$ cat config.mk
export PLATFORM = sky130hd
export DESIGN_NAME = spi_rx_buffer
export DESIGN_NICKNAME = d
export VERILOG_FILES = /design/src/rtl/spi_rxbuf_pkg.sv /design/src/rtl/rxb_store.sv /design/src/rtl/rxb_status.sv /design/src/rtl/rxb_host.sv /design/src/rtl/spi_rx_buffer.sv
export SDC_FILE = /design/constraint.sdc
export NUM_CORES = 1
export LEC_CHECK = 0
export ABC_CLOCK_PERIOD_IN_PS = 5600
export CAP_MARGIN = 20
export CORE_MARGIN = 8
export CORE_UTILIZATION = 60
export CTS_CLUSTER_DIAMETER = 60
export CTS_CLUSTER_SIZE = 40
export DETAILED_ROUTE_END_ITERATION = 8
export GPL_TIMING_DRIVEN = 0
export HOLD_SLACK_MARGIN = 0.02
export PLACE_DENSITY = 0.89
export SLEW_MARGIN = 20
export SYNTH_ARGS = -nofsm -noshare
export SYNTH_HDL_FRONTEND = slang
export SYNTH_SLANG_ARGS = --single-unit
export TNS_END_PERCENT = 50
$ cat constraint.sdc
create_clock -name clk -period 5.6 [get_ports clk]
set_input_delay 1.12 -clock clk [delete_from_list [all_inputs] [get_ports clk]]
set_output_delay 1.12 -clock clk [all_outputs]
set_load 0.01 [all_outputs]
$ cat src/rtl/spi_rxbuf_pkg.sv
package spi_rxbuf_pkg;

    localparam int CLR_OVR_BIT = 0;
    localparam int CLR_ERR_BIT = 1;

    // Per-cycle events produced by the storage stage
    typedef struct packed {
        logic push_ok;   // incoming word stored
        logic pop_ok;    // oldest word delivered to host
        logic drop;      // incoming word discarded (overrun)
        logic empty_rd;  // host read while nothing held
    } rxb_evt_t;

    typedef struct packed {
        logic overrun;
        logic rd_err;
    } rxb_sticky_t;

    function automatic bit width_ok(int w);
        return (w == 8) || (w == 16) || (w == 32);
    endfunction

    function automatic bit depth_ok(int d);
        return (d == 0) || (d == 16) || (d == 256);
    endfunction

    // Number of words the store can hold
    function automatic int cap_of(int d);
        return (d == 0) ? 1 : d;
    endfunction

    function automatic int cnt_bits(int d);
        return $clog2(cap_of(d) + 1);
    endfunction

endpackage

$ cat src/rtl/rxb_store.sv
module rxb_store
    import spi_rxbuf_pkg::*;
#(
    parameter int WORD_W = 8,
    parameter int DEPTH  = 16
) (
    input  logic              clk,
    input  logic              rst,
    input  logic              push,
    input  logic [WORD_W-1:0] push_word,
    input  logic              pop,
    output logic [WORD_W-1:0] head_word,
    output logic              empty,
    output logic              full,
    output rxb_evt_t          evt
);

    localparam int CAP = cap_of(DEPTH);
    localparam int CW  = cnt_bits(DEPTH);

    // Read is resolved before the push: a pop frees a slot this cycle
    always_comb begin
        evt.pop_ok   = pop & ~empty;
        evt.empty_rd = pop & empty;
        evt.drop     = push & full & ~(pop & ~empty);
        evt.push_ok  = push & ~(full & ~(pop & ~empty));
    end

    generate
        if (DEPTH == 0) begin : g_single
            logic [WORD_W-1:0] hold_q;
            logic              hold_v;

            always_ff @(posedge clk) begin
                if (rst) begin
                    hold_v <= 1'b0;
                end else if (evt.push_ok) begin
                    hold_v <= 1'b1;
                end else if (evt.pop_ok) begin
                    hold_v <= 1'b0;
                end
            end

            always_ff @(posedge clk) begin
                if (evt.push_ok) begin
                    hold_q <= push_word;
                end
            end

            assign head_word = hold_q;
            assign empty     = ~hold_v;
            assign full      = hold_v;
        end else begin : g_fifo
            localparam int PW = $clog2(CAP);

            logic [WORD_W-1:0] mem [CAP];
            logic [PW-1:0]     wptr;
            logic [PW-1:0]     rptr;
            logic [CW-1:0]     count;

            always_ff @(posedge clk) begin
                if (evt.push_ok) begin
                    mem[wptr] <= push_word;
                end
            end

            // CAP is a power of two, so pointers wrap by overflow
            always_ff @(posedge clk) begin
                if (rst) begin
                    wptr  <= '0;
                    rptr  <= '0;
                    count <= '0;
                end else begin
                    if (evt.push_ok) begin
                        wptr <= wptr + PW'(1);
                    end
                    if (evt.pop_ok) begin
                        rptr <= rptr + PW'(1);
                    end
                    count <= count + CW'(evt.push_ok) - CW'(evt.pop_ok);
                end
            end

            assign head_word = mem[rptr];
            assign empty     = (count == '0);
            assign full      = (count == CW'(CAP));
        end
    endgenerate

endmodule

$ cat src/rtl/rxb_status.sv
module rxb_status
    import spi_rxbuf_pkg::*;
(
    input  logic        clk,
    input  logic        rst,
    input  rxb_evt_t    evt,
    input  logic        clr_stb,
    input  logic [1:0]  clr_mask,
    output rxb_sticky_t sticky,
    output logic        irq
);

    logic clr_ovr;
    logic clr_err;

    assign clr_ovr = clr_stb & clr_mask[CLR_OVR_BIT];
    assign clr_err = clr_stb & clr_mask[CLR_ERR_BIT];

    always_ff @(posedge clk) begin
        if (rst) begin
            sticky <= '0;
            irq    <= 1'b0;
        end else begin
            irq            <= evt.drop;
            sticky.overrun <= evt.drop | (sticky.overrun & ~clr_ovr);
            sticky.rd_err  <= evt.empty_rd | (sticky.rd_err & ~clr_err);
        end
    end

endmodule

$ cat src/rtl/rxb_host.sv
module rxb_host
    import spi_rxbuf_pkg::*;
#(
    parameter int WORD_W = 8
) (
    input  logic              clk,
    input  logic              rst,
    input  rxb_evt_t          evt,
    input  logic [WORD_W-1:0] head_word,
    input  logic              wr_stb,
    output logic [WORD_W-1:0] rd_word,
    output logic              rd_ok,
    output logic              wr_ack
);

    always_ff @(posedge clk) begin
        if (rst) begin
            rd_word <= '0;
            rd_ok   <= 1'b0;
            wr_ack  <= 1'b0;
        end else begin
            rd_ok  <= evt.pop_ok;
            wr_ack <= wr_stb;
            if (evt.pop_ok) begin
                rd_word <= head_word;
            end
        end
    end

endmodule

$ cat src/rtl/spi_rx_buffer.sv
module spi_rx_buffer
    import spi_rxbuf_pkg::*;
#(
    parameter int WORD_W = 8,
    parameter int DEPTH  = 16
) (
    input  logic              clk,
    input  logic              rst,
    input  logic              xfer_done,
    input  logic [WORD_W-1:0] xfer_word,
    input  logic              host_rd_stb,
    input  logic              host_wr_stb,
    input  logic              stat_clr_stb,
    input  logic [1:0]        stat_clr_mask,
    output logic [WORD_W-1:0] host_rd_word,
    output logic              host_rd_ok,
    output logic              host_wr_ack,
    output logic              sts_empty,
    output logic              sts_full,
    output logic              sts_overrun,
    output logic              sts_rd_err,
    output logic              irq_overrun
);

    rxb_evt_t          evt;
    rxb_sticky_t       sticky;
    logic [WORD_W-1:0] head_word;

    rxb_store #(.WORD_W(WORD_W), .DEPTH(DEPTH)) u_store (
        .clk       (clk),
        .rst       (rst),
        .push      (xfer_done),
        .push_word (xfer_word),
        .pop       (host_rd_stb),
        .head_word (head_word),
        .empty     (sts_empty),
        .full      (sts_full),
        .evt       (evt)
    );

    rxb_status u_status (
        .clk      (clk),
        .rst      (rst),
        .evt      (evt),
        .clr_stb  (stat_clr_stb),
        .clr_mask (stat_clr_mask),
        .sticky   (sticky),
        .irq      (irq_overrun)
    );

    rxb_host #(.WORD_W(WORD_W)) u_host (
        .clk       (clk),
        .rst       (rst),
        .evt       (evt),
        .head_word (head_word),
        .wr_stb    (host_wr_stb),
        .rd_word   (host_rd_word),
        .rd_ok     (host_rd_ok),
        .wr_ack    (host_wr_ack)
    );

    assign sts_overrun = sticky.overrun;
    assign sts_rd_err  = sticky.rd_err;

endmodule

### Word level (Yosys, flattened, before mapping)

Memories as Yosys holds them, arrays and structs flattened. A register that Yosys moved wholly into a read port is not among the register bits.
Cells that the tools add are included.

* bits in read-only memories: 0
* word-level logic and storage cells: 34
* output and inout bits: 15
* bits in latches: 0
* register bits after elaboration: 18
* memories: 1
* bits of input ports: 16
* bits in writable memories: 128

* shift-type cells: 0
* add/subtract/negate cells: 4
* eq/ne operators: 1
* reductions and logical operators: 1
* multiplexer cells: 2
* multiply operators: 0
* bitwise logic cells: 17
* div/mod/pow operators: 0
* $lt $le $gt $ge: 0

Memories
* u_store.g_fifo.mem: depth 16, width 8, rd ports 1, clocked after memory_dff 1, wr ports 1, RTL line rxb_store.sv:56 `logic [WORD_W-1:0] mem [CAP];`

Operator list (count)
* 1-bit bitwise AND: 10
* 4-bit by 1-bit adder with 4-bit output, second input constant: 2
* 5-bit by 1-bit adder with 5-bit output: 1
* 5-bit == test, second input constant: 1
* 5-bit zero test: 1
* 1-bit inverter: 5
* 5-bit by 1-bit subtractor with 5-bit output: 1
* 1-bit two-way mux: 2
* 1-bit bitwise OR: 2

### Longest topological paths before layout

Gate-level depths: netlist (run 1).

* word-level depth: 9
* depth in mapped cells: 14
* mapped depth without buffers: 14

### By module

A second synthesis (run 1) with hierarchy kept.

* cell total of the unflattened synthesis: 356
* area, all modules: 6223.5 um^2

By module, submodules not included
* rxb_store: area each 5775.5 um^2, seq. area each 4184.0 um^2, times used 1, cells each 316
* rxb_host: area each 339.1 um^2, seq. area each 200.2 um^2, times used 1, cells each 30
* rxb_status: area each 108.9 um^2, seq. area each 60.1 um^2, times used 1, cells each 10

### Worst setup path after synthesis (run 1)

No wires, ideal clock.

* path type: input -> register
* from: input port host_rd_stb
* to: register u_store.g_fifo.count[4]
* data required time: 5.483 ns
* arrival: 2.663 ns
* setup slack: 2.820 ns
* library setup time: 0.117 ns
* path buffers: 0
* stages: 11
* path through: o21a_1 -> inv_1 -> ha_1 -> inv_1 -> ha_1 -> inv_1 -> fa_1 -> nor2b_1 -> o21bai_1 -> a21oi_1 -> nor3b_1

* word-level cells in the longest chain between the ends: 7

RTL lines
* start, declared: RTL line spi_rx_buffer.sv:11 `input logic host_rd_stb,`
* 1-bit bitwise AND *: RTL line rxb_store.sv:23, rxb_store.sv:26
* 1-bit inverter: RTL line rxb_store.sv:26 `evt.push_ok = push & ~(full & ~(pop & ~empty));`
* 1-bit bitwise AND: RTL line rxb_store.sv:26
* 1-bit inverter: RTL line rxb_store.sv:26
* 1-bit bitwise AND: RTL line rxb_store.sv:26
* 5-bit by 1-bit adder with 5-bit output: RTL line rxb_store.sv:80 `count <= count + CW'(evt.push_ok) - CW'(evt.pop_ok);`
* 5-bit by 1-bit subtractor with 5-bit output *: RTL line rxb_store.sv:80
* end signal, assigned: RTL line rxb_store.sv:80
* end, declared: RTL line rxb_store.sv:59 `logic [CW-1:0] count;`

Mark *: on every way between the ends. The rest lies on a longest branch, timed or not.
A chain may end at the register's enable or synchronous reset.

### Worst setup path after layout (run 1)

* from: register u_store.g_fifo.count[3]
* to: output port sts_empty

* word-level cells in the longest chain between the ends: 1

RTL lines
* 5-bit zero test: RTL line rxb_store.sv:85 `assign empty = (count == '0);`
* end, declared: RTL line spi_rx_buffer.sv:18 `output logic sts_empty,`

No other way between the ends.

==> impl_results.md, run 1 <==
- Outcome: finished clean
- Fraction of layout instances using a drive strength above 1: 0.183
- Width of the die: 118 um
- Synth Cell Area: 6250 sq um
- Pin count of the biggest net entering global routing: 17
- Crit path max-delay cell type: clkdlybuf4s50_1
- Yosys warnings: 0
- LEAKAGE: 0.00246 uW
- Core ar.: 10200 sq um
- Vias: 3259
- GPL Wtd Cong: 0.791
- DRC viols: 0
- Clk_skew: 9.84 ps
- Setup TNS: 0 ps
- PortBufs: 29
- Crit path capture type: primary output
- Post-synth EDFFs: ~130
- Required time of the critical path: 4480 ps
- First-pass GRT wire length: 19900 um
- Worst-path cell chain: inv_1, ha_1, or4b_4, inv_1, clkdlybuf4s50_1
- Drt total wl: 12700 um
- H-Tree Depth: 4
- Crit Path Max Fanout: 3
- Syn-to-layout area delta: 17.1%
- I/O pins: 31
- Hold_buf cts: 0
- Largest cells by area after synthesis: edfxtp_1 (62%), dfxtp_1 (8.3%), mux4_1 (6.3%), mux4_2 (6.1%), mux2i_1 (2.6%)
- Distinct cell type count after synthesis: 40
- Seq. cell area: between 4000 and 5000 sq um
- Root buf cell: clkbuf_8
- Fin. max-slew vios: 0
- Arr. time, crit path: 2210 ps
- Clk sink count: roughly 150
- Fillers: 581
- Family with the most delay on the worst path: buffers and inverters
- Ys async rst share: 0
- CP dominant cell by count: inv_1
- Max Root-Sink Buffers: 2
- Crit start category: flop
- Syn Area/Cell: 18.6 sq um
- Area used by multi-input combinational logic: 1670 sq um
- ANT cells: 0
- Die area: 13900 sq um
- Maxcap violations: 0
- Clk_lat worst skew: 530 ps
- Initial drt markers: 289
- Total congestion overflow: 0
- Setup bufs post-CTS: 0
- Vias in the first global route: 3444
- Final setup fails: 0
- DIE HEIGHT: 118 um
- Layout net count: 414
- #FFs+latches synth: around 150
- Final Hold Viols: 0
- Period utilization: 0.595
- Yosys top cell area share: 0.615
- Power per Cell Area: 421 nW/um^2
- Clk slew on worst S/H paths: about 60 ps
- Final min period: 3330 ps
- Drt pass-1 iters: 5
- Worst slew margin: 0.362
- Sequential cell area fraction in the yosys report: 0.698
- RSZ-0062 raised after global routing: no
- Top_reg_cell synth: edfxtp_1
- Tot GR Track Use: 0.191
- Post-detail-place hpwl: 7970 um
- Post-CTS resize count: 0
- Cells after Synth: around 340
- WL/cell: 23.8 um
- Final Util: 0.715
- Fmax: 300 MHz
- CTS tree: built
- Worst min path class: reg2reg
- Post-Syn Nets: ~360
- Initial antenna violation count: 0
- Cell Rows: 37
- Initial Utilization: 0.611
- Cell taking the most area after synthesis: edfxtp_1
- Setup CP Type: reg2out
- Vias/cell: around 6
- Slowest stage delay, CP: 530 ps
- Cts bufs inserted: 17
- Final antenna-violating net count: 0
- Peak supply drop: 0.243 mV
- Slew @ Worst Pin: 954 ps
- WP buf/inv: 3
==> power breakdown <==
part	leakage [uW]	switching [uW]	internal, uW	total [uW]
Clock	0.000282	478	607	1090
Combinational	0.000809	317	322	639
Sequential	0.00137	45.5	1310	1360
==> flip-flops by register name, summed over array words and instances (netlist names) <==
name                  count
u_host.wr_ack             1
u_store.g_fifo.wptr       4
u_store.g_fifo.mem      128
u_host.rd_word            8
u_host.rd_ok              1
u_store.g_fifo.count      5
u_status.sticky           2
u_store.g_fifo.rptr       4
u_status.irq              1
==> layout make-up <==
type / count / share of cell area
Sequential cell: 154 / 0.596
Multi-Input combinational cell: 152 / 0.228
Clock buffer: 17 / 0.0566
Timing Repair Buffer: 31 / 0.0417
Buffer: 17 / 0.0256
Tap cell: 136 / 0.0232
Clock inverter: 15 / 0.0219
Inverter: 13 / 0.00667
==> worst min-delay path: cells and delay by family, from the launching register on <==
kind / cells / cell delay (ps)
simple gates: 1 / 50
flops: 1 / 310
compound gates: 1 / 50
==> worst paths after layout <==
check                            end  cells after the start  slack (ps)                     from
min               u_status.sticky[1]                      2         460       u_status.sticky[1]
max                        sts_empty                      5        2270  u_store.g_fifo.count[3]
max reg2reg  u_store.g_fifo.count[4]                     14        2750  u_store.g_fifo.count[3]
min reg2reg       u_status.sticky[1]                      2         460       u_status.sticky[1]
==> cells in the mapped netlist, types with 5 or more instances <==
cell / instances
inv_1: 12
buf_6: 5
ha_1: 11
nor2_1: 22
nand3b_1: 9
nor3_1: 5
mux4_1: 15
o221ai_1: 8
edfxtp_1: 128
mux4_2: 17
a21oi_1: 6
dfxtp_1: 26
nand2_1: 11
mux2i_1: 16
==> cell usage in the layout (no fill, tap or decap), types with 5 or more instances in the layout <==
master / count
nand3b_1: 9
nor2_1: 22
buf_6: 5
clkinv_4: 5
clkdlybuf4s50_1: 29
a21oi_1: 6
clkbuf_8: 5
dfxtp_1: 26
nand2_1: 11
mux4_1: 15
inv_6: 5
edfxtp_1: 128
o221ai_1: 8
clkbuf_16: 16
inv_1: 12
mux2i_1: 16
mux4_2: 17
ha_1: 11
==> logic make-up (layout without fill, tap and decap cells) <==
group | Yosys count | after routing | share of synthesized area
flip-flops | 154 | 154 | 0.698
AND/OR/NAND/NOR | 64 | 64 | 0.0549
multiplexers | 48 | 48 | 0.150
buffers and inverters | 30 | 93 | 0.0378
AO/OA/AOI/OAI | 21 | 21 | 0.0240
adder cells (fa/ha/maj) | 12 | 12 | 0.0252
XOR/XNOR | 7 | 7 | 0.00981
==> through the flow <==
step	cell area [sq um]	total power (uW)	std cells	setup WS, ps	hold slack, ps
2_1_floorplan	6250	1800	336	2820	474
3_5_place_dp	6750	2010	503	1860	455
3_3_place_gp	6710	1970	501	1850	445
5_1_grt	7320	3200	535	2150	493
6_report	7320	3080	535	2270	461
4_1_cts	7320	3090	535	2240	464
==> routing by layer <==
| layer | vias up | wire length (um) | GRT usage |
|---|---|---|---|
| met1 | 1654 | 5220 | 0.237 |
| met2 | 148 | 6460 | 0.313 |
| met4 | 0 | 297 | 0.0801 |
| met3 | 26 | 759 | 0.0489 |
| li1 | 1431 | - | - |
| met5 | - | 0 | 0 |
Power figures use the tool's default switching activity.
==> run 2, diff against run 1 <==
Settings changed: ABC_CLOCK_PERIOD_IN_PS 5600 to 3000, CORE_UTILIZATION 60 to 54, PLACE_DENSITY 0.89 to 0.85.
Clock period 5.6 ns to 3 ns, I/O delays scaled along.
==> impl_results.md, run 2 (synthesis gave the netlist of run 1 again) <==
- Outcome: finished clean
- Core ar.: 11400 sq um
- Vias: roughly 3200
- DIE HEIGHT: approximately 120 um
- Fmax: 362 MHz
- Finished Cell Area: 7300 sq um
- Final antenna-violating net count: 0
- Setup bufs post-CTS: 0
- Final min period: 2770 ps
- Cts bufs inserted: 17
- Fraction of layout instances using a drive strength above 1: 0.179
- Cell Rows: 39
- Initial drt markers: 291
- Period utilization: 0.922
- Power Total: around 5700 uW
- Reg with most FFs: u_store.g_fifo.mem
- Worst min path class: reg2reg
- PortBufs: 29
- Tot GR Track Use: 0.175
- ANT cells: 0
- Drt pass-1 iters: 4
- First-pass GRT wire length: 19100 um
- Peak supply drop: slightly below 0.9 mV
- Post-DP Area: 6740 sq um
- Required time of the critical path: roughly 3300 ps
- Syn-to-layout area delta: 16.8%
- Final cell count without fillers: 540
- Clk slew on worst S/H paths: ~60 ps
- LEAKAGE: 0.00243 uW
- Crit Path Max Fanout: 5
- Crit path capture type: flop
- H-Tree Depth: 4
- Registers with the most flip-flops: u_store.g_fifo.mem: 128 flops, u_host.rd_word: 8 flops, u_store.g_fifo.count: 5 flops
- I/O pins: 31
- Max reg flops: 128
- Root buf cell: clkbuf_16
- Final Hold Viols: 0
- DRC viols: 0
- Fin. max-slew vios: 0
- Maxcap violations: 0
- Worst slew margin: 0.347
- RSZ-0062 raised after global routing: no
- Layout net count: between 400 and 500
- Max Root-Sink Buffers: 2
- Initial antenna violation count: 0
- Commonest non-fill, non-tap cell in the layout: edfxtp_1
- Vias/cell: between 5 and 6
- Setup CP Type: reg2reg
- Slew @ Worst Pin: 975 ps
- Drt total wl: between 10000 and 15000 um
- Crit start category: flop
- Pin count of the biggest net entering global routing: 17
- CTS tree: built
- Highest-count cells in the layout ignoring fill and taps: edfxtp_1 (128), clkdlybuf4s50_1 (29), dfxtp_1 (26)
- Initial Utilization: 0.550
- Clk_skew: 6.27 ps
- Post-detail-place hpwl: 7860 um
- WL/cell: about 23 um
- Hold_buf cts: 0
- Clk sink count: around 150
- Final setup fails: 0
- Die area: 15300 sq um
- Power per Cell Area: 784 nW/um^2
- Arr. time, crit path: approximately 3100 ps
- Width of the die: around 120 um
- Clk_lat worst skew: around 420 ps
- Total congestion overflow: 0
- Vias in the first global route: between 3000 and 4000
- # placed instances: a little over 500
- GPL Wtd Cong: 0.766
-- run 2: cell count changes in the layout (fill, tap and decap cells not counted), moves of 2 or more --
cell,before,now
clkinv_4,5,2
inv_8,2,0
buf_4,2,0
clkinvlp_4,0,3
clkbuf_1,2,4
-- run 2: per-stage QoR --
| step | hold slack, ps | setup WS, ps | util | TNS, ps |
|---|---|---|---|---|
| finish | 465 | 235 | 0.642 | 0 |
| global route | 475 | 52.9 | 0.642 | 0 |
| CTS | 466 | 125 | 0.641 | 0 |
| detailed placement | 457 | -179 | 0.593 | -179 |
| global placement | 449 | -175 | 0.591 | -3420 |
| floorplan | 474 | 435 | - | 0 |
-- run 2: per-layer routing --
layer / vias up / global-route usage / wire [um]
li1: 1429 / - / -
met1: 1637 / 0.202 / 4910
met2: 142 / 0.290 / 6250
met3: 29 / 0.0585 / 989
met4: 0 / 0.0865 / 344
met5: - / 0 / 0
-- run 2: timing repair --
action	in CTS	in global routing
resized for setup	0	4
setup endpoints to repair	0	1
hold endpoints to repair	0	0
-- run 2: cell type report --
cell class	instances	area [sq um]
sequential	154	4360
fill	723	4070
multi-input combinational	152	1680
clock buffer	19	433
timing repair buffer	29	290
buffer	17	188
tap	143	179
clock inverter	13	118
inverter	13	48.8
-- run 2: where the power goes --
group,switching (uW),internal (uW),total (uW),leakage (uW)
combinational,586,611,1200,0.000801
sequential,88.5,2450,2530,0.00137
clock,849,1140,1990,0.000260
total,1520,4200,5720,0.00243
-- run 2: path summary, 6_finish.rpt --
check	start	end	slack [ps]	cells after the start
hold / removal	u_status.sticky[1]	u_status.sticky[1]	460	2
hold reg to reg	u_status.sticky[1]	u_status.sticky[1]	460	2
setup reg to reg	u_store.g_fifo.count[2]	u_store.g_fifo.count[4]	230	14
setup / recovery	u_store.g_fifo.count[2]	u_store.g_fifo.count[4]	230	14
-- run 2: worst max-delay path: stages, from the launching register on --
cell and delay (ps):
dfxtp_1 320, inv_1 80, ha_2 190, or4b_4 510, nand2_4 120, inv_2 80
ha_1 290, inv_1 60, ha_1 150, inv_1 60, fa_2 340, nor2b_2 130
o21bai_1 90, nand3_1 80, nor3b_1 180
